### src/rtl/cfg_dma_pkg.sv
package cfg_dma_pkg;
  typedef enum logic [2:0] {
    ST_IDLE, ST_FETCH, ST_PARSE, ST_MOVE, ST_STATUS
  } xfer_state_e;

  localparam int CTL_READ_BIT = 1;
  localparam int CTL_SKIP_BIT = 2;
  localparam int CTL_SEL_BIT  = 3;

  localparam int KEY_W      = 16;
  localparam int OFF_W      = 32;
  localparam int DESC_BYTES = 16;
  localparam int STAT_BYTES = 4;

  localparam logic [63:0] DB_IDENT = 64'h5145_4D55_2043_4647;
endpackage

### src/rtl/cfg_dma_doorbell.sv
module cfg_dma_doorbell #(
  parameter int ADDR_W = 64
) (
  input  logic              clk,
  input  logic              rst_n,
  input  logic              busy,
  input  logic              wr_en,
  input  logic [2:0]        wr_off,
  input  logic [3:0]        wr_size,
  input  logic [63:0]       wr_data,
  input  logic [2:0]        rd_off,
  input  logic [3:0]        rd_size,
  output logic [63:0]       rd_data,
  output logic              start,
  output logic [ADDR_W-1:0] start_addr
);
  import cfg_dma_pkg::*;

  logic [63:0] held_q;
  logic        take_hi, take_lo, take_full;
  logic [63:0] go_addr;
  logic [63:0] ident_sh;
  int          span;

  always_comb begin
    take_hi   = wr_en && !busy && (wr_size == 4'd4) && (wr_off == 3'd0);
    take_lo   = wr_en && !busy && (wr_size == 4'd4) && (wr_off == 3'd4);
    take_full = wr_en && !busy && (wr_size == 4'd8) && (wr_off == 3'd0);
    start     = take_lo || take_full;
    go_addr   = take_full ? wr_data : (held_q | {32'h0, wr_data[31:0]});
    start_addr = go_addr[ADDR_W-1:0];
  end

  always_ff @(posedge clk) begin
    if (!rst_n)       held_q <= '0;
    else if (take_hi) held_q <= {wr_data[31:0], 32'h0};
    else if (start)   held_q <= '0;
  end

  always_comb begin
    span     = int'(rd_off) + int'(rd_size);
    ident_sh = '0;
    rd_data  = '0;
    if (rd_size != 4'd0 && span <= 8) begin
      ident_sh = DB_IDENT >> (8 * (8 - span));
      for (int b = 0; b < 8; b++) begin
        if (b < int'(rd_size)) rd_data[b*8 +: 8] = ident_sh[b*8 +: 8];
      end
    end
  end

  assert_clear_on_start_R4: assert property (@(posedge clk) disable iff (!rst_n)
    start |=> (held_q == 64'h0));

  assert_busy_blocks_R4: assert property (@(posedge clk) disable iff (!rst_n)
    (busy && wr_en) |=> $stable(held_q));
endmodule

### src/rtl/cfg_dma_cursor.sv
module cfg_dma_cursor (
  input  logic                          clk,
  input  logic                          rst_n,
  input  logic                          sel_en,
  input  logic [cfg_dma_pkg::KEY_W-1:0] sel_key,
  input  logic                          adv_en,
  input  logic [cfg_dma_pkg::OFF_W-1:0] adv_amt,
  output logic [cfg_dma_pkg::KEY_W-1:0] key,
  output logic [cfg_dma_pkg::OFF_W-1:0] off
);
  always_ff @(posedge clk) begin
    if (!rst_n) begin
      key <= '0;
      off <= '0;
    end else if (sel_en) begin
      key <= sel_key;
      off <= '0;
    end else if (adv_en) begin
      off <= off + adv_amt;
    end
  end

  assert_select_rewinds_R6: assert property (@(posedge clk) disable iff (!rst_n)
    sel_en |=> (off == '0) && (key == $past(sel_key)));
endmodule

### src/rtl/cfg_dma_xfer.sv
module cfg_dma_xfer #(
  parameter int ADDR_W = 64
) (
  input  logic                          clk,
  input  logic                          rst_n,
  input  logic                          start,
  input  logic [ADDR_W-1:0]             start_addr,
  output logic                          busy,
  output logic                          mem_req,
  output logic                          mem_we,
  output logic [ADDR_W-1:0]             mem_addr,
  output logic [7:0]                    mem_wdata,
  input  logic [7:0]                    mem_rdata,
  input  logic                          mem_ack,
  input  logic                          mem_err,
  input  logic [cfg_dma_pkg::OFF_W-1:0] cur_off,
  input  logic                          item_present,
  input  logic [cfg_dma_pkg::OFF_W-1:0] item_len,
  input  logic [7:0]                    item_byte,
  output logic                          sel_en,
  output logic [cfg_dma_pkg::KEY_W-1:0] sel_key,
  output logic                          adv_en,
  output logic [cfg_dma_pkg::OFF_W-1:0] adv_amt
);
  import cfg_dma_pkg::*;

  localparam int IDX_W  = $clog2(DESC_BYTES);
  localparam int DESC_W = 8 * DESC_BYTES;
  localparam logic [IDX_W-1:0] IDX_LAST_DESC = IDX_W'(DESC_BYTES - 1);
  localparam logic [IDX_W-1:0] IDX_LAST_STAT = IDX_W'(STAT_BYTES - 1);

  xfer_state_e      state_q;
  logic [IDX_W-1:0] idx_q;
  logic [DESC_W-1:0] desc_q;
  logic [ADDR_W-1:0] base_q, dst_q;
  logic [OFF_W-1:0] rem_q;
  logic             rd_mode_q, err_q;

  logic [31:0]      ctl_w;
  logic [OFF_W-1:0] len_w;
  logic [63:0]      dst_w;
  logic             exhausted, resp;
  logic [OFF_W-1:0] left_w, skip_amt;
  logic [31:0]      stat_word;
  logic [1:0]       stat_sel;
  logic             unused_ctl;

  assign ctl_w = desc_q[DESC_W-1 -: 32];
  assign len_w = desc_q[DESC_W-33 -: 32];
  assign dst_w = desc_q[63:0];
  assign unused_ctl = ^{ctl_w[15:4], ctl_w[0]};

  assign exhausted = !item_present || (cur_off >= item_len);
  assign left_w    = item_len - cur_off;
  assign skip_amt  = (rem_q < left_w) ? rem_q : left_w;
  assign resp      = mem_ack || mem_err;
  assign stat_word = {31'h0, err_q};
  assign stat_sel  = 2'd3 - idx_q[1:0];
  assign busy      = (state_q != ST_IDLE);

  always_comb begin
    mem_req   = 1'b0;
    mem_we    = 1'b0;
    mem_addr  = '0;
    mem_wdata = '0;
    sel_en    = 1'b0;
    sel_key   = ctl_w[31:16];
    adv_en    = 1'b0;
    adv_amt   = OFF_W'(1);
    unique case (state_q)
      ST_FETCH: begin
        mem_req  = 1'b1;
        mem_addr = base_q + ADDR_W'(idx_q);
      end
      ST_PARSE: sel_en = ctl_w[CTL_SEL_BIT];
      ST_MOVE: begin
        if (rem_q != '0) begin
          if (rd_mode_q) begin
            mem_req   = 1'b1;
            mem_we    = 1'b1;
            mem_addr  = dst_q;
            mem_wdata = exhausted ? 8'h00 : item_byte;
            adv_en    = resp && !exhausted;
          end else begin
            adv_en  = !exhausted;
            adv_amt = skip_amt;
          end
        end
      end
      ST_STATUS: begin
        mem_req   = 1'b1;
        mem_we    = 1'b1;
        mem_addr  = base_q + ADDR_W'(idx_q);
        mem_wdata = stat_word[{stat_sel, 3'b000} +: 8];
      end
      default: ;
    endcase
  end

  always_ff @(posedge clk) begin
    if (!rst_n) begin
      state_q   <= ST_IDLE;
      idx_q     <= '0;
      desc_q    <= '0;
      base_q    <= '0;
      dst_q     <= '0;
      rem_q     <= '0;
      rd_mode_q <= 1'b0;
      err_q     <= 1'b0;
    end else begin
      unique case (state_q)
        ST_IDLE: if (start) begin
          base_q  <= start_addr;
          idx_q   <= '0;
          err_q   <= 1'b0;
          state_q <= ST_FETCH;
        end
        ST_FETCH: begin
          if (mem_err) begin
            err_q   <= 1'b1;
            idx_q   <= '0;
            state_q <= ST_STATUS;
          end else if (mem_ack) begin
            desc_q <= {desc_q[DESC_W-9:0], mem_rdata};
            idx_q  <= idx_q + 1'b1;
            if (idx_q == IDX_LAST_DESC) state_q <= ST_PARSE;
          end
        end
        ST_PARSE: begin
          dst_q     <= dst_w[ADDR_W-1:0];
          rd_mode_q <= ctl_w[CTL_READ_BIT];
          rem_q     <= (ctl_w[CTL_READ_BIT] || ctl_w[CTL_SKIP_BIT]) ? len_w : '0;
          state_q   <= ST_MOVE;
        end
        ST_MOVE: begin
          if (rem_q == '0) begin
            idx_q   <= '0;
            state_q <= ST_STATUS;
          end else if (rd_mode_q) begin
            if (resp) begin
              dst_q <= dst_q + 1'b1;
              rem_q <= rem_q - 1'b1;
            end
            if (mem_err) begin
              err_q   <= 1'b1;
              idx_q   <= '0;
              state_q <= ST_STATUS;
            end
          end else begin
            rem_q <= exhausted ? '0 : (rem_q - skip_amt);
          end
        end
        ST_STATUS: if (resp) begin
          idx_q <= idx_q + 1'b1;
          if (idx_q == IDX_LAST_STAT) state_q <= ST_IDLE;
        end
        default: state_q <= ST_IDLE;
      endcase
    end
  end

  assert_req_hold_R12: assert property (@(posedge clk) disable iff (!rst_n)
    (mem_req && !mem_ack && !mem_err) |=>
      (mem_req && $stable(mem_we) && $stable(mem_addr) && $stable(mem_wdata)));

  assert_idle_quiet_R13: assert property (@(posedge clk) disable iff (!rst_n)
    !busy |-> !mem_req);

  assert_busy_rise_R13: assert property (@(posedge clk) disable iff (!rst_n)
    $rose(busy) |-> $past(start));

  assert_skip_silent_R9: assert property (@(posedge clk) disable iff (!rst_n)
    (adv_en && !mem_req) |-> !sel_en);
endmodule

### src/rtl/cfg_dma_engine.sv
module cfg_dma_engine #(
  parameter int ADDR_W = 64
) (
  input  logic              clk,
  input  logic              rst_n,
  input  logic              db_wr_en,
  input  logic [2:0]        db_wr_off,
  input  logic [3:0]        db_wr_size,
  input  logic [63:0]       db_wr_data,
  input  logic [2:0]        db_rd_off,
  input  logic [3:0]        db_rd_size,
  output logic [63:0]       db_rd_data,
  output logic              mem_req,
  output logic              mem_we,
  output logic [ADDR_W-1:0] mem_addr,
  output logic [7:0]        mem_wdata,
  input  logic [7:0]        mem_rdata,
  input  logic              mem_ack,
  input  logic              mem_err,
  output logic [15:0]       cur_key,
  output logic [31:0]       cur_off,
  input  logic              item_present,
  input  logic [31:0]       item_len,
  input  logic [7:0]        item_byte,
  output logic              busy
);
  import cfg_dma_pkg::*;

  logic              start;
  logic [ADDR_W-1:0] start_addr;
  logic              sel_en, adv_en;
  logic [KEY_W-1:0]  sel_key;
  logic [OFF_W-1:0]  adv_amt;

  cfg_dma_doorbell #(.ADDR_W(ADDR_W)) u_bell (
    .clk(clk), .rst_n(rst_n), .busy(busy),
    .wr_en(db_wr_en), .wr_off(db_wr_off), .wr_size(db_wr_size), .wr_data(db_wr_data),
    .rd_off(db_rd_off), .rd_size(db_rd_size), .rd_data(db_rd_data),
    .start(start), .start_addr(start_addr)
  );

  cfg_dma_cursor u_cursor (
    .clk(clk), .rst_n(rst_n),
    .sel_en(sel_en), .sel_key(sel_key), .adv_en(adv_en), .adv_amt(adv_amt),
    .key(cur_key), .off(cur_off)
  );

  cfg_dma_xfer #(.ADDR_W(ADDR_W)) u_xfer (
    .clk(clk), .rst_n(rst_n), .start(start), .start_addr(start_addr), .busy(busy),
    .mem_req(mem_req), .mem_we(mem_we), .mem_addr(mem_addr), .mem_wdata(mem_wdata),
    .mem_rdata(mem_rdata), .mem_ack(mem_ack), .mem_err(mem_err),
    .cur_off(cur_off), .item_present(item_present), .item_len(item_len),
    .item_byte(item_byte), .sel_en(sel_en), .sel_key(sel_key),
    .adv_en(adv_en), .adv_amt(adv_amt)
  );
endmodule

### config.mk
export PLATFORM = sky130hd
export DESIGN_NAME = cfg_dma_engine
export DESIGN_NICKNAME = d
export VERILOG_FILES = /design/src/rtl/cfg_dma_pkg.sv /design/src/rtl/cfg_dma_doorbell.sv /design/src/rtl/cfg_dma_cursor.sv /design/src/rtl/cfg_dma_xfer.sv /design/src/rtl/cfg_dma_engine.sv
export SDC_FILE = /design/constraint.sdc
export NUM_CORES = 1
export LEC_CHECK = 0
export ABC_AREA = 0
export BUFFER_PORTS_ARGS = -buffer_cell sky130_fd_sc_hd__clkbuf_2
export CORE_MARGIN = 2
export CORE_UTILIZATION = 30
export CTS_BUF_LIST = sky130_fd_sc_hd__clkbuf_4 sky130_fd_sc_hd__clkbuf_8
export CTS_CLUSTER_DIAMETER = 30
export DETAILED_ROUTE_END_ITERATION = 12
export HOLD_SLACK_MARGIN = 0.03
export PLACE_DENSITY_LB_ADDON = 0.25
export SLEW_MARGIN = 20
export SYNTH_ARGS = -nofsm -noshare
export SYNTH_HDL_FRONTEND = slang
export SYNTH_SLANG_ARGS = --single-unit
### constraint.sdc
create_clock -name clk -period 9.3 [get_ports clk]
set_clock_uncertainty 0.2 [all_clocks]
set_input_delay 0.93 -clock clk [delete_from_list [all_inputs] [get_ports clk]]
set_output_delay 0.93 -clock clk [all_outputs]
set_load 0.02 [all_outputs]
== Word level (Yosys, flattened, before mapping) ==
Index checks and enable logic that the tools add are counted.

* Bitwise logic cells: 3
* Add/sub/neg operators: 10
* Equality and inequality tests: 20
* Mux-type cells: 64
* Shift operators: 2
* Reductions and logical operators: 34
* Magnitude comparators: 11

{| class="wikitable"
|+ Operator list
! operator !! number
|-
| $mux W64 || 9
|-
| $mux W32 || 9
|-
| $pmux W64 S2 || 2
|-
| $mux W8 || 11
|-
| $add A64 B1 Y64 const B || 1
|-
| $add A64 B4 Y64 || 1
|-
| $or A64 B32 Y64 || 1
|-
| $pmux W32 S2 || 1
|-
| $shr A63 B32 Y64 const A || 1
|-
| $sub A32 B32 Y32 || 2
|-
| $add A32 B32 Y32 || 1
|-
| $ge A32 B32 Y1 || 1
|-
| $le A32 B5 Y1 const B || 1
|-
| $logic_not A32 Y1 || 1
|-
| $lt A32 B32 Y1 || 1
|-
| $reduce_bool A32 Y1 || 1
|-
| $shiftx A32 B6 Y8 || 1
|-
| $sub A32 B1 Y32 const B || 1
|-
| $sub A5 B29 Y29 const A || 1
|-
| $mux W4 || 7
|-
| $mux W3 || 9
|-
| $lt A3 B4 Y1 const A || 4
|-
| $pmux W4 S4 || 1
|-
| $pmux W8 S2 || 1
|-
| 34 further kinds || 75
|}

* Register bits after elaboration: 377

== Depth between registers and ports, before layout ==
Gate-level depths: netlist of run 1.

* Word-level depth: 8
* Depth in mapped cells: 37

== Hierarchy ==
Synthesis of run 1 repeated with hierarchy kept, for this count alone.

* Cells, all modules: 3597
* Area total of the unflattened synthesis: 26968.4 µm²

{| class="wikitable"
|+ By module, submodules not included
! module !! cells each !! instances !! seq. area each (µm²) !! area each (µm²)
|-
| cfg_dma_xfer || 2835 || 1 || 5945.7 || 20513.4
|-
| cfg_dma_cursor || 399 || 1 || 960.9 || 3388.2
|-
| cfg_dma_doorbell || 363 || 1 || 640.6 || 3066.7
|}

== Least setup slack after synthesis of run 1 ==
Ideal clock, no wire load.

* Path kind: input-to-reg
* Start: input item_len[10]
* End: register u_cursor.off[28] (netlist bit)
* Setup slack: 1561 ps
* Stages: 35
* Path buffers: 2
* Arrival time: 7454 ps
* Cell sequence: ha_1 > a2111oi_0 > o21ai_0 > a211oi_1 > a21oi_2 > nand2_1 > o21ai_0 > a21o_1 > a21o_1 > xor2_1 > inv_1 > ha_1 > nand4_1 > nor4_1 > o211ai_1 > o211ai_1 > o21ai_1 > nand2_1 > buf_2 > buf_2 > a21oi_1 > nand2b_1 > ha_1 > fa_1 > a21oi_1 > o221ai_1 > a221oi_2 > or3_1 > nand4_1 > o211ai_1 > o21ai_1 > a211o_1 > o21ai_1 > xor2_1 > a211oi_1

* Word-level cells in the longest chain between the ends: 7
* Elaborated cells between the ends (all ways): 14

{| class="wikitable"
|+ RTL lines
! element !! line !! RTL
|-
| start, declared || cfg_dma_engine.sv:23 || <nowiki>input logic [31:0] item_len,</nowiki>
|-
| $sub A32 B32 Y32 / $ge A32 B32 Y1 (equally long branches) || cfg_dma_xfer.sv:54, cfg_dma_xfer.sv:53 ||
|-
| $lt A32 B32 Y1 / $logic_or A1 B1 Y1 (equally long branches) || cfg_dma_xfer.sv:55, cfg_dma_xfer.sv:53 ||
|-
| $mux W32 / $logic_not A1 Y1 (equally long branches) || cfg_dma_xfer.sv:55, cfg_dma_xfer.sv:83, cfg_dma_xfer.sv:85 ||
|-
| $mux W32 / $logic_and A1 B1 Y1 (equally long branches) || cfg_dma_xfer.sv:78, cfg_dma_xfer.sv:83 ||
|-
| $mux W32 / $mux W1 (equally long branches) || cfg_dma_xfer.sv:77, cfg_dma_xfer.sv:78 ||
|-
| $mux W32 / $mux W1 (equally long branches) || cfg_dma_xfer.sv:70, cfg_dma_xfer.sv:77 ||
|-
| $add A32 B32 Y32 / $mux W1 (equally long branches) || cfg_dma_cursor.sv:19, cfg_dma_xfer.sv:70 ||
|-
| end signal, assigned || cfg_dma_cursor.sv:19 || <nowiki>off <= off + adv_amt;</nowiki>
|-
| end, declared || cfg_dma_cursor.sv:9 || <nowiki>output logic [cfg_dma_pkg::OFF_W-1:0] off</nowiki>
|}

Several ways; a longest one is shown, not always the timed one.
A chain may end at the register's enable or synchronous reset.

== Final worst setup path of run 1 ==
* Start: register u_cursor.off[10] (netlist bit)
* End: register u_cursor.off[31] (netlist bit)

* Word-level cells in the longest chain between the ends: 7
* Elaborated cells between the ends (all ways): 14

{| class="wikitable"
|+ RTL lines
! element !! line
|-
| $sub A32 B32 Y32 / $ge A32 B32 Y1 (equally long branches) || cfg_dma_xfer.sv:54, cfg_dma_xfer.sv:53
|-
| $lt A32 B32 Y1 / $logic_or A1 B1 Y1 (equally long branches) || cfg_dma_xfer.sv:55, cfg_dma_xfer.sv:53
|-
| $mux W32 / $logic_not A1 Y1 (equally long branches) || cfg_dma_xfer.sv:55, cfg_dma_xfer.sv:83, cfg_dma_xfer.sv:85
|-
| $mux W32 / $logic_and A1 B1 Y1 (equally long branches) || cfg_dma_xfer.sv:78, cfg_dma_xfer.sv:83
|-
| $mux W32 / $mux W1 (equally long branches) || cfg_dma_xfer.sv:77, cfg_dma_xfer.sv:78
|-
| $mux W32 / $mux W1 (equally long branches) || cfg_dma_xfer.sv:70, cfg_dma_xfer.sv:77
|-
| $add A32 B32 Y32 / $mux W1 (equally long branches) || cfg_dma_cursor.sv:19, cfg_dma_xfer.sv:70
|}

Several ways; a longest one is shown, not always the timed one.

==> impl.org, run 1 <==
** Outcome
- Result of the run :: completed

** Route
- DRC viols :: 0
- DR vias/cell :: slightly above 5
- Routed wire length :: around 86000 um
- Routed WL per cell :: 17.3 um
- For this block, the via count after detailed routing is 25400.
- The count of nets left with antenna violations once routing finished came out at 0.
- Detailed-router iteration count before antenna repair :: 6
- The detailed router finished its first iteration with roughly 1600 violations.

** Critical path
- On the worst path, the slowest cell contributes a delay of about 430 ps.
- Crit Reg-Reg Endpoint :: u_cursor.off[31]
- Arrival time worst endpoint :: 8650 ps
- Slowest CP cell :: sky130_fd_sc_hd__nor4_1
- Endpoint of the most critical setup path :: u_cursor.off[31]
- The worst setup path is captured at a register.
- Cell repeated most along the worst path :: sky130_fd_sc_hd__o211ai_1
- STA classifies the critical path startpoint as a register.
- Cell class contributing the biggest share of worst-path delay :: compound AO/OA/AOI/OAI gates
- Source of the worst register-to-register timing path :: u_cursor.off[10]
- Buffers plus inverters on the worst setup path :: 2
- FF-to-FF path depth :: 33
- In this run the worst setup path begins at u_cursor.off[10].
- Category of the critical setup timing path :: reg2reg
- The critical path runs through a total of 33 cells.
- In this run the worst path has a maximum fanout of 7.
- R2R setup slack :: around 1100 ps
- WP data required :: 9740 ps

** Power and ir drop
- Power dissipated by switching net loads :: 1.24 mW
- Worst vdd rail ir drop :: around 0.12 mV
- For this design the static power due to leakage is between 10 and 15 nW.
- The share of total power dissipated in the clock network is 0.614.
- Share of total power in combinational logic :: 0.063
- The share of total power dissipated in sequential elements is 0.323.
- The design draws between 5 and 6 mW.
- Of the total power, the share spent switching nets is 0.246.
- Power spread over the standard cell area amounts to between 150 and 200 nW/um2.
- Cell internal power was estimated by the tool at 3.80 mW.

** Clock network
- Clock slew at the register clock pins of the worst setup and hold paths :: 60 ps
- Inserted Clock Buffers :: 114
- TritonCTS built the clock tree.
- In this run, post-CTS repair resized a total of 0 instances.
- Post-cts hold buffer count :: 0
- In this run the number of H-tree levels came out at 3.
- Number of clock sinks seen by CTS :: 377
- Max Buffers Root-to-Sink :: 3
- In this run the clock root is driven by a sky130_fd_sc_hd__clkbuf_8.
- Post-CTS setup buffer count :: 0
- At the later pin of the worst-skew pair, clock insertion delay measures 750 ps.

** Global routing
- Across every metal layer, demand over resource in global routing totals 0.187.
- The initial antenna violation count came to 5.
- Pin count of the biggest net entering global routing :: 200
- The number of global-route vias before repair was about 24000.
- After global routing the overflow that remains totals 0.
- First-pass GRT wire length :: 134000 um

** Floorplan
- X dimension of the die :: 297 um
- The floorplan step set the die height to 297 um.
- For this configuration, the core starts out at a cell density of 0.302.
- During I/O placement, the number of pins put on the boundary was 319.
- The floorplan step defined a die boundary enclosing approximately 88000 um2.
- The core region is 85100 um2.
- Site Rows :: 107

** Logic synthesis
- After technology mapping, the gate count stands at 3481.
- The cell area that synthesis handed to floorplanning was about 26000 um2.
- Of the synthesized area, sequential elements account for 0.293.
- Yosys mapped a number of flops with a built-in enable equal to 0.
- Most used standard cell by instance count after synthesis :: sky130_fd_sc_hd__nand2_1
- After synthesis, the cell types taking the most area are sky130_fd_sc_hd__dfxtp_1 (29%), sky130_fd_sc_hd__nand2_1 (10%), sky130_fd_sc_hd__ha_1 (6.8%).
- Top-area cell type share of the netlist area :: 0.293
- The synthesized design spends more area on one cell type than any other, namely sky130_fd_sc_hd__dfxtp_1.
- The commonest cells after synthesis are sky130_fd_sc_hd__nand2_1 (708), sky130_fd_sc_hd__dfxtp_1 (377), sky130_fd_sc_hd__nor2_1 (257).
- In the synthesized netlist the async set-or-reset flop fraction comes to 0.
- A synthesized cell averages between 7 and 8 um2.
- Number of warnings reported in the yosys synthesis log :: 0
- For this run, the leading register cell type out of synthesis is sky130_fd_sc_hd__dfxtp_1.
- Number of distinct library cells after synthesis :: between 90 and 100
- In this run, synthesis produced a sequential element count of 377.

** Min path
- Min-delay worst type :: in2reg

** Timing
- Pins over their slew limit :: 0
- Final setup violation count :: 0
- The routed design could run at a clock period as short as 8210 ps.
- Achievable frequency :: roughly 0.12 GHz
- Unrepaired setup endpoints after global routing :: no
- In this run the tightest slew margin relative to its limit is 0.298.
- For the pin with the worst max-slew slack, the measured transition is 1040 ps.
- Period Utilization, post-route :: 0.883
- Number of endpoints with negative hold slack in the final report :: 0
- After routing, the total negative slack on setup checks comes to 0 ps.

** Finish
- Layout overhead on the synthesized area :: 20.6%
- The net count of the finished layout is ~4000.
- Share of final-layout standard cells stronger than drive strength 1 :: 0.164

** Placement
- The wire-length estimate of the detail-placed layout is 62800 um.
- Routability congestion estimate from global placement :: 0.901
- Input/output buffers :: 298

** Job
- Max cap viols :: 0
[flip-flops by register name, summed over array words and instances, names as in the netlist]
| name | cells |
|---|---|
| u_bell.held_q | 32 |
| u_xfer.err_q | 1 |
| u_xfer.desc_q | 128 |
| u_cursor.key | 16 |
| u_xfer.rd_mode_q | 1 |
| u_cursor.off | 32 |
| u_xfer.dst_q | 64 |
| u_xfer.rem_q | 32 |
| u_xfer.state_q | 3 |
| u_xfer.idx_q | 4 |
| u_xfer.base_q | 64 |
[worst min path at each step]
stage | startpoint | end | slack, ps | cells after the start
after floorplan | u_xfer.desc_q[122] | u_cursor.key[10] | 240 | 2
after global placement | u_xfer.desc_q[96] | u_xfer.desc_q[104] | 250 | 2
after detailed placement | u_cursor.key[7] | u_cursor.key[7] | 260 | 2
after CTS | db_wr_data[26] | u_xfer.base_q[26] | 150 | 3
after global routing | mem_rdata[6] | u_xfer.desc_q[6] | 180 | 3
final | mem_rdata[7] | u_xfer.desc_q[7] | 210 | 3
[power groups by stage]
stage               Combinational, mW  Sequential, mW  Clock (mW)
floorplan                       0.221            1.66           0
global placement                0.319            1.66           0
detailed placement              0.319            1.66           0
CTS                             0.321            1.63        3.16
global route                    0.352            1.62        3.25
finish                          0.320            1.63        3.09
[worst register-to-register path, delay by kind of cell, from the launching register on]
| kind | cells | cell delay (ps) |
|---|---|---|
| adder cells (fa/ha/maj) | 3 | 960 |
| buffers and inverters | 2 | 130 |
| flip-flops | 1 | 400 |
| AND/OR/NAND/NOR | 8 | 1940 |
| AO/OA/AOI/OAI | 18 | 4140 |
| XOR/XNOR | 2 | 310 |
[cells in the final DEF, fill, tap and decap left out, types with 20 or more instances in the layout]
cell type | Yosys | routed
sky130_fd_sc_hd__nand2_1 | 708 | 706
sky130_fd_sc_hd__dfxtp_1 | 377 | 377
sky130_fd_sc_hd__clkbuf_2 | 0 | 297
sky130_fd_sc_hd__nor2_1 | 257 | 254
sky130_fd_sc_hd__a21oi_1 | 234 | 233
sky130_fd_sc_hd__a21boi_0 | 215 | 215
sky130_fd_sc_hd__o21ai_0 | 191 | 191
sky130_fd_sc_hd__ha_1 | 139 | 139
sky130_fd_sc_hd__clkbuf_8 | 0 | 139
sky130_fd_sc_hd__nand3_1 | 114 | 114
sky130_fd_sc_hd__inv_1 | 105 | 105
sky130_fd_sc_hd__xnor2_1 | 89 | 89
sky130_fd_sc_hd__xor2_1 | 86 | 86
sky130_fd_sc_hd__and2_1 | 60 | 59
sky130_fd_sc_hd__a21o_1 | 58 | 58
sky130_fd_sc_hd__nor3_1 | 57 | 57
sky130_fd_sc_hd__and3_1 | 44 | 43
sky130_fd_sc_hd__a31oi_1 | 37 | 37
sky130_fd_sc_hd__mux2i_1 | 37 | 37
sky130_fd_sc_hd__nand4_1 | 35 | 35
sky130_fd_sc_hd__o211a_1 | 35 | 35
sky130_fd_sc_hd__o22ai_1 | 29 | 29
sky130_fd_sc_hd__buf_4 | 27 | 27
sky130_fd_sc_hd__nor2b_1 | 25 | 24
sky130_fd_sc_hd__bufinv_16 | 0 | 23
sky130_fd_sc_hd__nand2b_1 | 23 | 22
sky130_fd_sc_hd__o211ai_1 | 21 | 21
sky130_fd_sc_hd__a22oi_1 | 21 | 21
sky130_fd_sc_hd__clkinv_2 | 0 | 21
sky130_fd_sc_hd__conb_1 | 1 | 20
[through the flow]
stage	cell area, um2	setup WS [ps]	utilization	hold WS, ps	std cells
6_report	31000	1090	0.365	214	4957
5_1_grt	31000	416	0.365	183	4956
4_1_cts	31000	1150	0.365	148	4955
3_5_place_dp	28000	619	0.329	258	4737
3_3_place_gp	28000	777	0.329	254	4737
2_1_floorplan	25800	1560	-	241	3500
[metal layers]
metal | global-route usage | part of all wire | vias to the layer above
li1 | - | - | 12600
met1 | 0.245 | 0.45 | 11900
met4 | 0.0696 | 0.034 | 6
met3 | 0.0418 | 0.062 | 153
met2 | 0.299 | 0.45 | 722
met5 | 0 | 0.00047 | -
[kinds of logic (layout without fill, tap and decap cells)]
kind of cell               after synthesis  in the layout  share of synthesized area
AOI/OAI and AO/OA                      988            988                      0.255
xor gates and xnor gates               176            176                     0.0602
adders and majority gates              144            144                     0.0714
buffers and inverters                  339            650                     0.0551
DFF                                    377            377                      0.293
muxes                                   54             54                     0.0218
other                                    1             22                   0.000146
and+or+nand+nor                       1402           1402                      0.243
[final cells by class]
cell class / instances / area [um2]
fill: 9225 / 54100
multi-input combinational: 2784 / 16900
sequential: 377 / 7550
clock buffer: 150 / 2000
timing repair buffer: 326 / 1720
tap: 1144 / 1430
clock inverter: 68 / 1030
inverter: 106 / 398
antenna: 2 / 5.00
No activity file was read; power rests on OpenSTA's default activity.
==> inputs of run 2 (changes only) <==
CORE_MARGIN = 5   (was 2)
SYNTH_HIERARCHICAL = 1   (was default)
==> run 2 against run 1 <==
Utilization shrank 1.4 points; non-clock buffer count decreased by 2; first-iteration DRC count increased by 31%; critical path depth down 3; fmax hardly changed; synthesized area increased by 4.8%; via count is 1.7% higher; sequential power barely moved; global-route usage is 1.2 points lower; die area is 8.9% higher; combinational power grew 130%; largest cell class unchanged.
==> impl.org, run 2 <==
** Outcome
- The flow ran to the end, and the final reports show no timing, DRC or antenna violations.

** Critical path
- For the worst setup path, the data arrival time is 8610 ps.
- Critical Path Start :: u_cursor/off[0]
- Slowest CP cell :: sky130_fd_sc_hd__o41ai_1
- For this run, the slowest stage of the critical path takes 560 ps.
- Critical Path Sink Type :: register
- Along the worst path, the maximum fanout reaches 17.
- WP data required :: approximately 9700 ps
- Category of the critical setup timing path :: reg2reg
- Startpoint types :: register
- The number of buffers and inverters on the critical path is 1.
- Cell class contributing the biggest share of worst-path delay :: compound AO/OA/AOI/OAI gates
- Source of the worst register-to-register timing path :: u_cursor/off[0]

** Power and ir drop
- The worst-case IR drop observed on VDD is 0.118 mV.
- For this design the ratio of total power to cell area is 164 nW/um2.
- Static power due to leakage :: 12.1 nW

** Timing
- Worst-margin pin slew :: between 1000 and 1500 ps
- The count of final max-slew check failures is 0.
- Headroom to the max-slew limit came out at 0.265.
- Achievable frequency :: 0.122 GHz
- Post-layout minimum cycle time :: 8210 ps
- The number of hold violations in the final report came to 0.
- Final setup violation count :: 0
- Of the available clock period, the critical path in the final layout requires 0.883.
- Adding up every negative setup slack in the final design gives 0 ps.
- Setup repair after global routing left no endpoint under its margin.

** Logic synthesis
- sky130_fd_sc_hd__nand2_1 is the most common cell in the netlist.
- In the synthesized netlist the dominant register cell turns out to be sky130_fd_sc_hd__dfxtp_1.
- Ranking of synthesized cells by area :: sky130_fd_sc_hd__dfxtp_1 (28%), sky130_fd_sc_hd__nand2_1 (8.4%), sky130_fd_sc_hd__ha_1 (6.4%)
- Share of synthesized registers carrying an async set or reset :: 0
- Number of enable-type register cells in the synthesized netlist :: 0
- Of all cell types, the one taking the most synthesized area is sky130_fd_sc_hd__dfxtp_1.
- Commonest cells in the netlist :: sky130_fd_sc_hd__nand2_1 (603), sky130_fd_sc_hd__dfxtp_1 (377), sky130_fd_sc_hd__nor2_1 (320)
- Number of warnings reported in the yosys synthesis log :: 6
- Share of synthesized area occupied by flip-flops and latches :: 0.280
- Yosys reg bits :: 377
- The average instance in the mapped netlist occupies 7.50 um2.
- After synthesis the cells add up to 27000 um2.
- The synthesized netlist contains 104 unique library cells.
- Synthesis produced a netlist whose cell count is 3597.
- Of the post-synthesis cell area, the dominant cell type holds 0.280.

** Floorplan
- Total I/O pin count :: 319
- The floorplan has 110 rows.
- DIE HEIGHT :: 310 um
- The region available for standard cell placement spans between 80000 and 90000 um2.
- The die covers 96000 um2.
- The initial utilization of the core area, before any placement, comes to 0.301.
- X dimension of the die :: 310 um

** Finish
- The finished cells cover 31400 um2.
- In the final layout, the share of cells above drive strength 1 is 0.170.
- The library cell used most frequently in the layout, excluding fill and tap cells, is sky130_fd_sc_hd__nand2_1.
- Leaving out fill and tap cells, the most frequent cells in the layout are sky130_fd_sc_hd__nand2_1 (599), sky130_fd_sc_hd__dfxtp_1 (377), sky130_fd_sc_hd__nor2_1 (318).
- The largest registers in the layout are u_xfer/desc_q x128, u_xfer/base_q x64, u_xfer/dst_q x64.
- The register with the most flip-flops in the layout has 128 of them.
- Register name with the most flops :: u_xfer/desc_q
- NumNets Final :: 4018
- Layout overhead on the synthesized area :: 16.6%

** Global routing
- The first global-routing pass estimated 137000 um of wire.
- Total global routing overflow :: 0
- In the global route stage, met3 resource usage came out at 0.0353.
- Initial antenna violation count :: 3
- Pin count of the biggest net entering global routing :: 186
- For met2 alone, demand over resource in global routing was 0.277.
- Number of global-route vias before repair :: 24300
- In the global route stage, overall resource usage came out at 0.175.
- In this run the most used layer during global routing was met2.
- Met1 global-route usage :: 0.239

** Clock network
- After clock tree synthesis, the setup repair step added 0 buffers.
- Clock slew at the register clock pins of the worst setup and hold paths :: around 60 ps
- Number of clock sinks seen by CTS :: between 300 and 400
- Clock latency on the worst-skew pair, taken at its later pin, is roughly 740 ps.
- Max Buffers Root-to-Sink :: 3
- Root Buffer Master :: sky130_fd_sc_hd__clkbuf_8
- Post-cts hold buffer count :: 0
- Inserted Clock Buffers :: 98
- TritonCTS clock tree :: built
- The H-tree generated during clock tree synthesis spans 3 levels.
- The number of gates resized after CTS was 0.

** Placement
- Input/output buffers :: 298
- After detailed placement, the total cell area comes to about 29000 um2.
- Half-perimeter wire length of the detailed placement result :: 64400 um
- Routability congestion estimate from global placement :: 0.907

** Job
- Max cap viols :: 0

** Route
- DR vias/cell :: 5.16
- Post-detailed-route count of antenna-violating nets :: 0
- Detailed-router iteration count before antenna repair :: 6
- Vias post-DR :: between 20000 and 30000
- Initial DRC count :: 2051
- After detailed routing, the average wire length per cell comes to 17.5 um.
- Routed wire length :: 87700 um
- For this run, design rule violations remaining after detail routing come to 0.

** Min path
- Min-delay worst type :: in2reg
- Worst Min Path Start :: mem_rdata[2]
[run 2: cell count changes in the layout (fill, tap and decap cells not counted), sizes merged, moves of 16 or more]
cell | previous run | this run
xor2 | 86 | 68
mux2 | 17 | 59
nand3 | 116 | 100
o211a | 35 | 8
o21ai | 199 | 174
nand2 | 709 | 604
nor2b | 25 | 85
a22oi | 22 | 51
clkbuf | 447 | 424
nor2 | 257 | 321
[run 2: final timing paths]
kind / end / slack (ps) / cells past startpoint
max: u_xfer/rem_q[26] / 1090 / 30
min: u_xfer/desc_q[2] / 230 / 3
max reg2reg: u_xfer/rem_q[26] / 1090 / 30
min reg2reg: u_xfer/desc_q[31] / 260 / 2
[run 2: power by group]
part | total, mW | switching [mW] | internal [mW]
Combinational | 0.736 | 0.458 | 0.278
Clock | 2.79 | 0.948 | 1.84
Sequential | 1.64 | 0.0150 | 1.63
[run 2: cells by family (layout without fill, tap and decap cells)]
logic type	count (synthesis)	in the layout	share of synthesized area
fa+ha+maj	142	142	0.0673
simple gates	1416	1416	0.240
other cells	1	25	0.000139
buf+inv	399	611	0.0696
flops	377	377	0.280
xor+xnor	167	167	0.0552
mux	101	101	0.0402
compound gates	994	994	0.247
[run 2: layout make-up]
cell class	instances	area, um2
diodes	5	12.5
flip-flops and latches	377	7550
repair buffers	324	1710
fillers	9631	58200
clock buffers	126	1670
multi-input cells	2840	17700
inverters	103	387
well taps	1176	1470
clock inverters	58	967
[run 2: tightest hold or removal path, delay by kind of cell]
kind	cells	cell delay (ps)
buffers and inverters	1	80
AO/OA/AOI/OAI	1	60
AND/OR/NAND/NOR	1	40
[run 2: metal layers]
layer	up-vias	share of wire
li1	12900	-
met1	12100	0.46
met2	689	0.45
met3	130	0.058
met4	0	0.031
met5	-	0
[run 2: metrics by stage]
| stage | utilization | worst slack, ps | power (mW) | cells | hold slack, ps |
|---|---|---|---|---|---|
| after floorplan | - | 1440 | 2.23 | 3616 | 241 |
| after global placement | 0.321 | 655 | 2.41 | 4820 | 255 |
| after detailed placement | 0.321 | 552 | 2.41 | 4820 | 260 |
| after global routing | 0.351 | 458 | 5.39 | 5007 | 176 |
| final | 0.351 | 1090 | 5.16 | 5009 | 229 |
| after CTS | 0.351 | 1170 | 5.23 | 5004 | 154 |
==> inputs of run 3 (changes only) <==
CORE_UTILIZATION = 60   (was 30)
==> run 3 against run 2 <==
Sequential cell count unchanged; via count increased by 2.8%; critical path type unchanged; sequential share of layout area increased by 1.1 points; combinational power decreased by 1%.
==> impl.org, run 3 (synthesis results as in run 2) <==
** Outcome
- Result of the run :: completed

** Global routing
- The first global-routing pass estimated 127000 um of wire.
- After global routing the overflow that remains totals 0.
- For this run, the total global-route usage over all layers was measured as 0.305.
- Entering global routing, the biggest net connects 108 pins.
- The initial antenna violation count is 1.
- Number of global-route vias before repair :: about 24000

** Floorplan
- During I/O placement, the number of pins put on the boundary was 319.
- Core region area :: ~44000 um2
- Area of the die :: 49300 um2
- DIE HEIGHT :: 222 um
- Initial cell density of the core :: 0.609
- Site Rows :: 77
- X dimension of the die :: 222 um

** Timing
- Setup violations remaining at the end of the flow were counted as 0.
- Worst-margin pin slew :: 1060 ps
- Achievable frequency :: 0.124 GHz
- Pins over their slew limit :: 0
- Post-layout minimum cycle time :: 8090 ps
- Unrepaired setup endpoints after global routing :: no
- Period Utilization, post-route :: 0.870
- Max-slew headroom at the worst pin :: 0.291
- Across all hold checks on the routed design, the worst slack comes to 247 ps.
- Fin Setup TNS :: 0 ps
- Number of endpoints with negative hold slack in the final report :: 0

** Placement
- The congestion estimate from routability-driven global placement came to 0.968.
- Half-perimeter wire length of the detailed placement result :: 57800 um
- Input/output buffers :: 298
- Cell count after placement :: between 4000 and 5000

** Clock network
- Clock-pin slew was measured on the worst setup and hold paths at approximately 60 ps.
- CTS H-tree lvls :: 3
- Post-cts hold buffer count :: 0
- Number of clock sinks seen by CTS :: between 300 and 400
- Max Buffers Root-to-Sink :: 3
- Gates resized during post-CTS repair numbered 0.
- The tree is rooted in a sky130_fd_sc_hd__clkbuf_8.
- Once the clock tree was built, the setup fixing pass inserted 0 buffers.
- Inserted Clock Buffers :: 86
- TritonCTS built the clock tree.
- At the later pin of the worst-skew pair, clock insertion delay measures 690 ps.

** Power and ir drop
- Summed over all nets, the switching power comes to approximately 1.3 mW.
- The share of total power dissipated in combinational logic is 0.161.
- Across the VDD grid, the largest voltage drop is 0.122 mV.
- In this run the power density over the cells is 150 nW/um2.
- Sw Ratio :: 0.294
- For this design the static power due to leakage is 11.7 nW.
- Sequential group share of total power :: 0.363
- Cell internal power was estimated by the tool at 3.19 mW.
- Of the total power, the clock network draws 0.477.

** Route
- Detailed routing inserted a total of roughly 27000 vias.
- Detailed-router iteration count before antenna repair :: 8
- Routed WL per cell :: 18.1 um
- The count of nets left with antenna violations once routing finished came out at 0.
- In this run, the number of DRC markers left after iteration 0 of detailed routing was 3136.
- Routed wire length :: 79700 um
- In the routed design, unresolved DRC markers number 0.
- Using the TritonRoute via totals, the vias-per-cell ratio works out to 6.04.

** Critical path
- Crit Reg-Reg Endpoint :: u_cursor/off[31]
- Startpoint types :: register
- The worst setup path is of the reg2reg kind.
- On the critical path, the stage with the largest delay is an instance of sky130_fd_sc_hd__a2111oi_2.
- WP data required :: 9700 ps
- The largest single stage delay on the critical path is approximately 660 ps.
- Source of the worst register-to-register timing path :: u_cursor/off[6]
- STA puts the critical path data arrival time at ~8500 ps.
- Of all nets on the critical path, the largest fanout is 20.
- STA classifies the critical path endpoint as a register.
- For the worst flop-to-flop path, the logic depth is 29.
- For flop-to-flop paths, the worst setup slack is 1210 ps.

** Finish
- Layout overhead on the synthesized area :: 11.5%
- NumNets Final :: 4009
- Leaving out fill and tap cells, the most frequent cell in the layout is sky130_fd_sc_hd__nand2_1.
- Share of final-layout standard cells stronger than drive strength 1 :: 0.164
- Leaving out fill and tap cells, the most frequent cells in the layout are sky130_fd_sc_hd__nand2_1 (599), sky130_fd_sc_hd__dfxtp_1 (377), sky130_fd_sc_hd__nor2_1 (318).
- Number of flip-flops under the largest register name :: ~130
- Non-filler cells in the finished layout :: ~4400
- Largest registers :: u_xfer/desc_q x128, u_xfer/base_q x64, u_xfer/dst_q x64
- Ranked by flip-flop count, first place goes to u_xfer/desc_q.

** Job
- Max cap viols :: 0

** Min path
- Along the worst hold path, the cell count comes to 2.
- Worst Hold Path EP :: u_xfer/desc_q[119]
- Min-delay worst type :: reg2reg
- Worst Min Path Start :: u_xfer/desc_q[111]
run 3: cell types whose count changed in the layout (fill, tap and decap cells not counted), moves of 2 or more:
cell and delta:
sky130_fd_sc_hd__clkbuf_8 -25, sky130_fd_sc_hd__bufinv_16 -12, sky130_fd_sc_hd__clkinvlp_4 +5, sky130_fd_sc_hd__buf_4 +4
sky130_fd_sc_hd__clkinv_4 +4, sky130_fd_sc_hd__diode_2 -4, sky130_fd_sc_hd__clkinv_8 +3, sky130_fd_sc_hd__inv_12 -2
run 3: stage by stage:
step           instance area, um2  power (mW)   util  worst slack [ps]
2_1_floorplan               27000        2.23      -              1440
3_3_place_gp                28100        2.38  0.633               973
3_5_place_dp                28100        2.38  0.633               813
4_1_cts                     30100        4.54  0.678              1420
5_1_grt                     30100        4.71  0.678               694
6_report                    30100        4.52  0.678              1210
run 3: power by group through the flow:
| stage | Sequential [mW] | Clock [mW] | Combinational (mW) |
|---|---|---|---|
| after global placement | 1.67 | 0 | 0.708 |
| after global routing | 1.64 | 2.28 | 0.787 |
| after detailed placement | 1.67 | 0 | 0.711 |
| after floorplan | 1.67 | 0 | 0.566 |
| final | 1.64 | 2.16 | 0.726 |
| after CTS | 1.64 | 2.19 | 0.714 |
run 3: metal layers:
metal | track usage | wire length [um] | vias to the layer above
met4 | 0.0865 | 1630 | 2
met2 | 0.462 | 34900 | 1196
met3 | 0.0654 | 7520 | 126
met5 | 0 | 18 | -
met1 | 0.439 | 35600 | 12400
li1 | - | - | 12900
run 3: worst max-delay path by stage:
stage                     startpoint                to  slack, ps
global placement         item_len[0]  u_cursor/off[28]        970
finish               u_cursor/off[6]  u_cursor/off[31]       1210
global route        u_cursor/off[13]  u_xfer/rem_q[26]        690
detailed placement       item_len[0]  u_cursor/off[28]        810
floorplan                item_len[0]  u_cursor/off[30]       1440
CTS                  u_cursor/off[6]  u_cursor/off[28]       1420
run 3: cell type report:
class	count	area, um2
multi-input combinational	2840	17700
fill	3882	14300
sequential	377	7550
timing repair buffer	327	1720
clock buffer	102	1330
tap	592	741
clock inverter	56	671
inverter	103	387
antenna	1	2.50
run 3: critical path, delay by kind of cell, from the launching register on:
family | cells | cell delay [ps]
compound gates | 12 | 3310
simple gates | 10 | 2200
flops | 1 | 420
buf+inv | 2 | 430
fa+ha+maj | 3 | 950
mux | 1 | 390
xor+xnor | 1 | 160
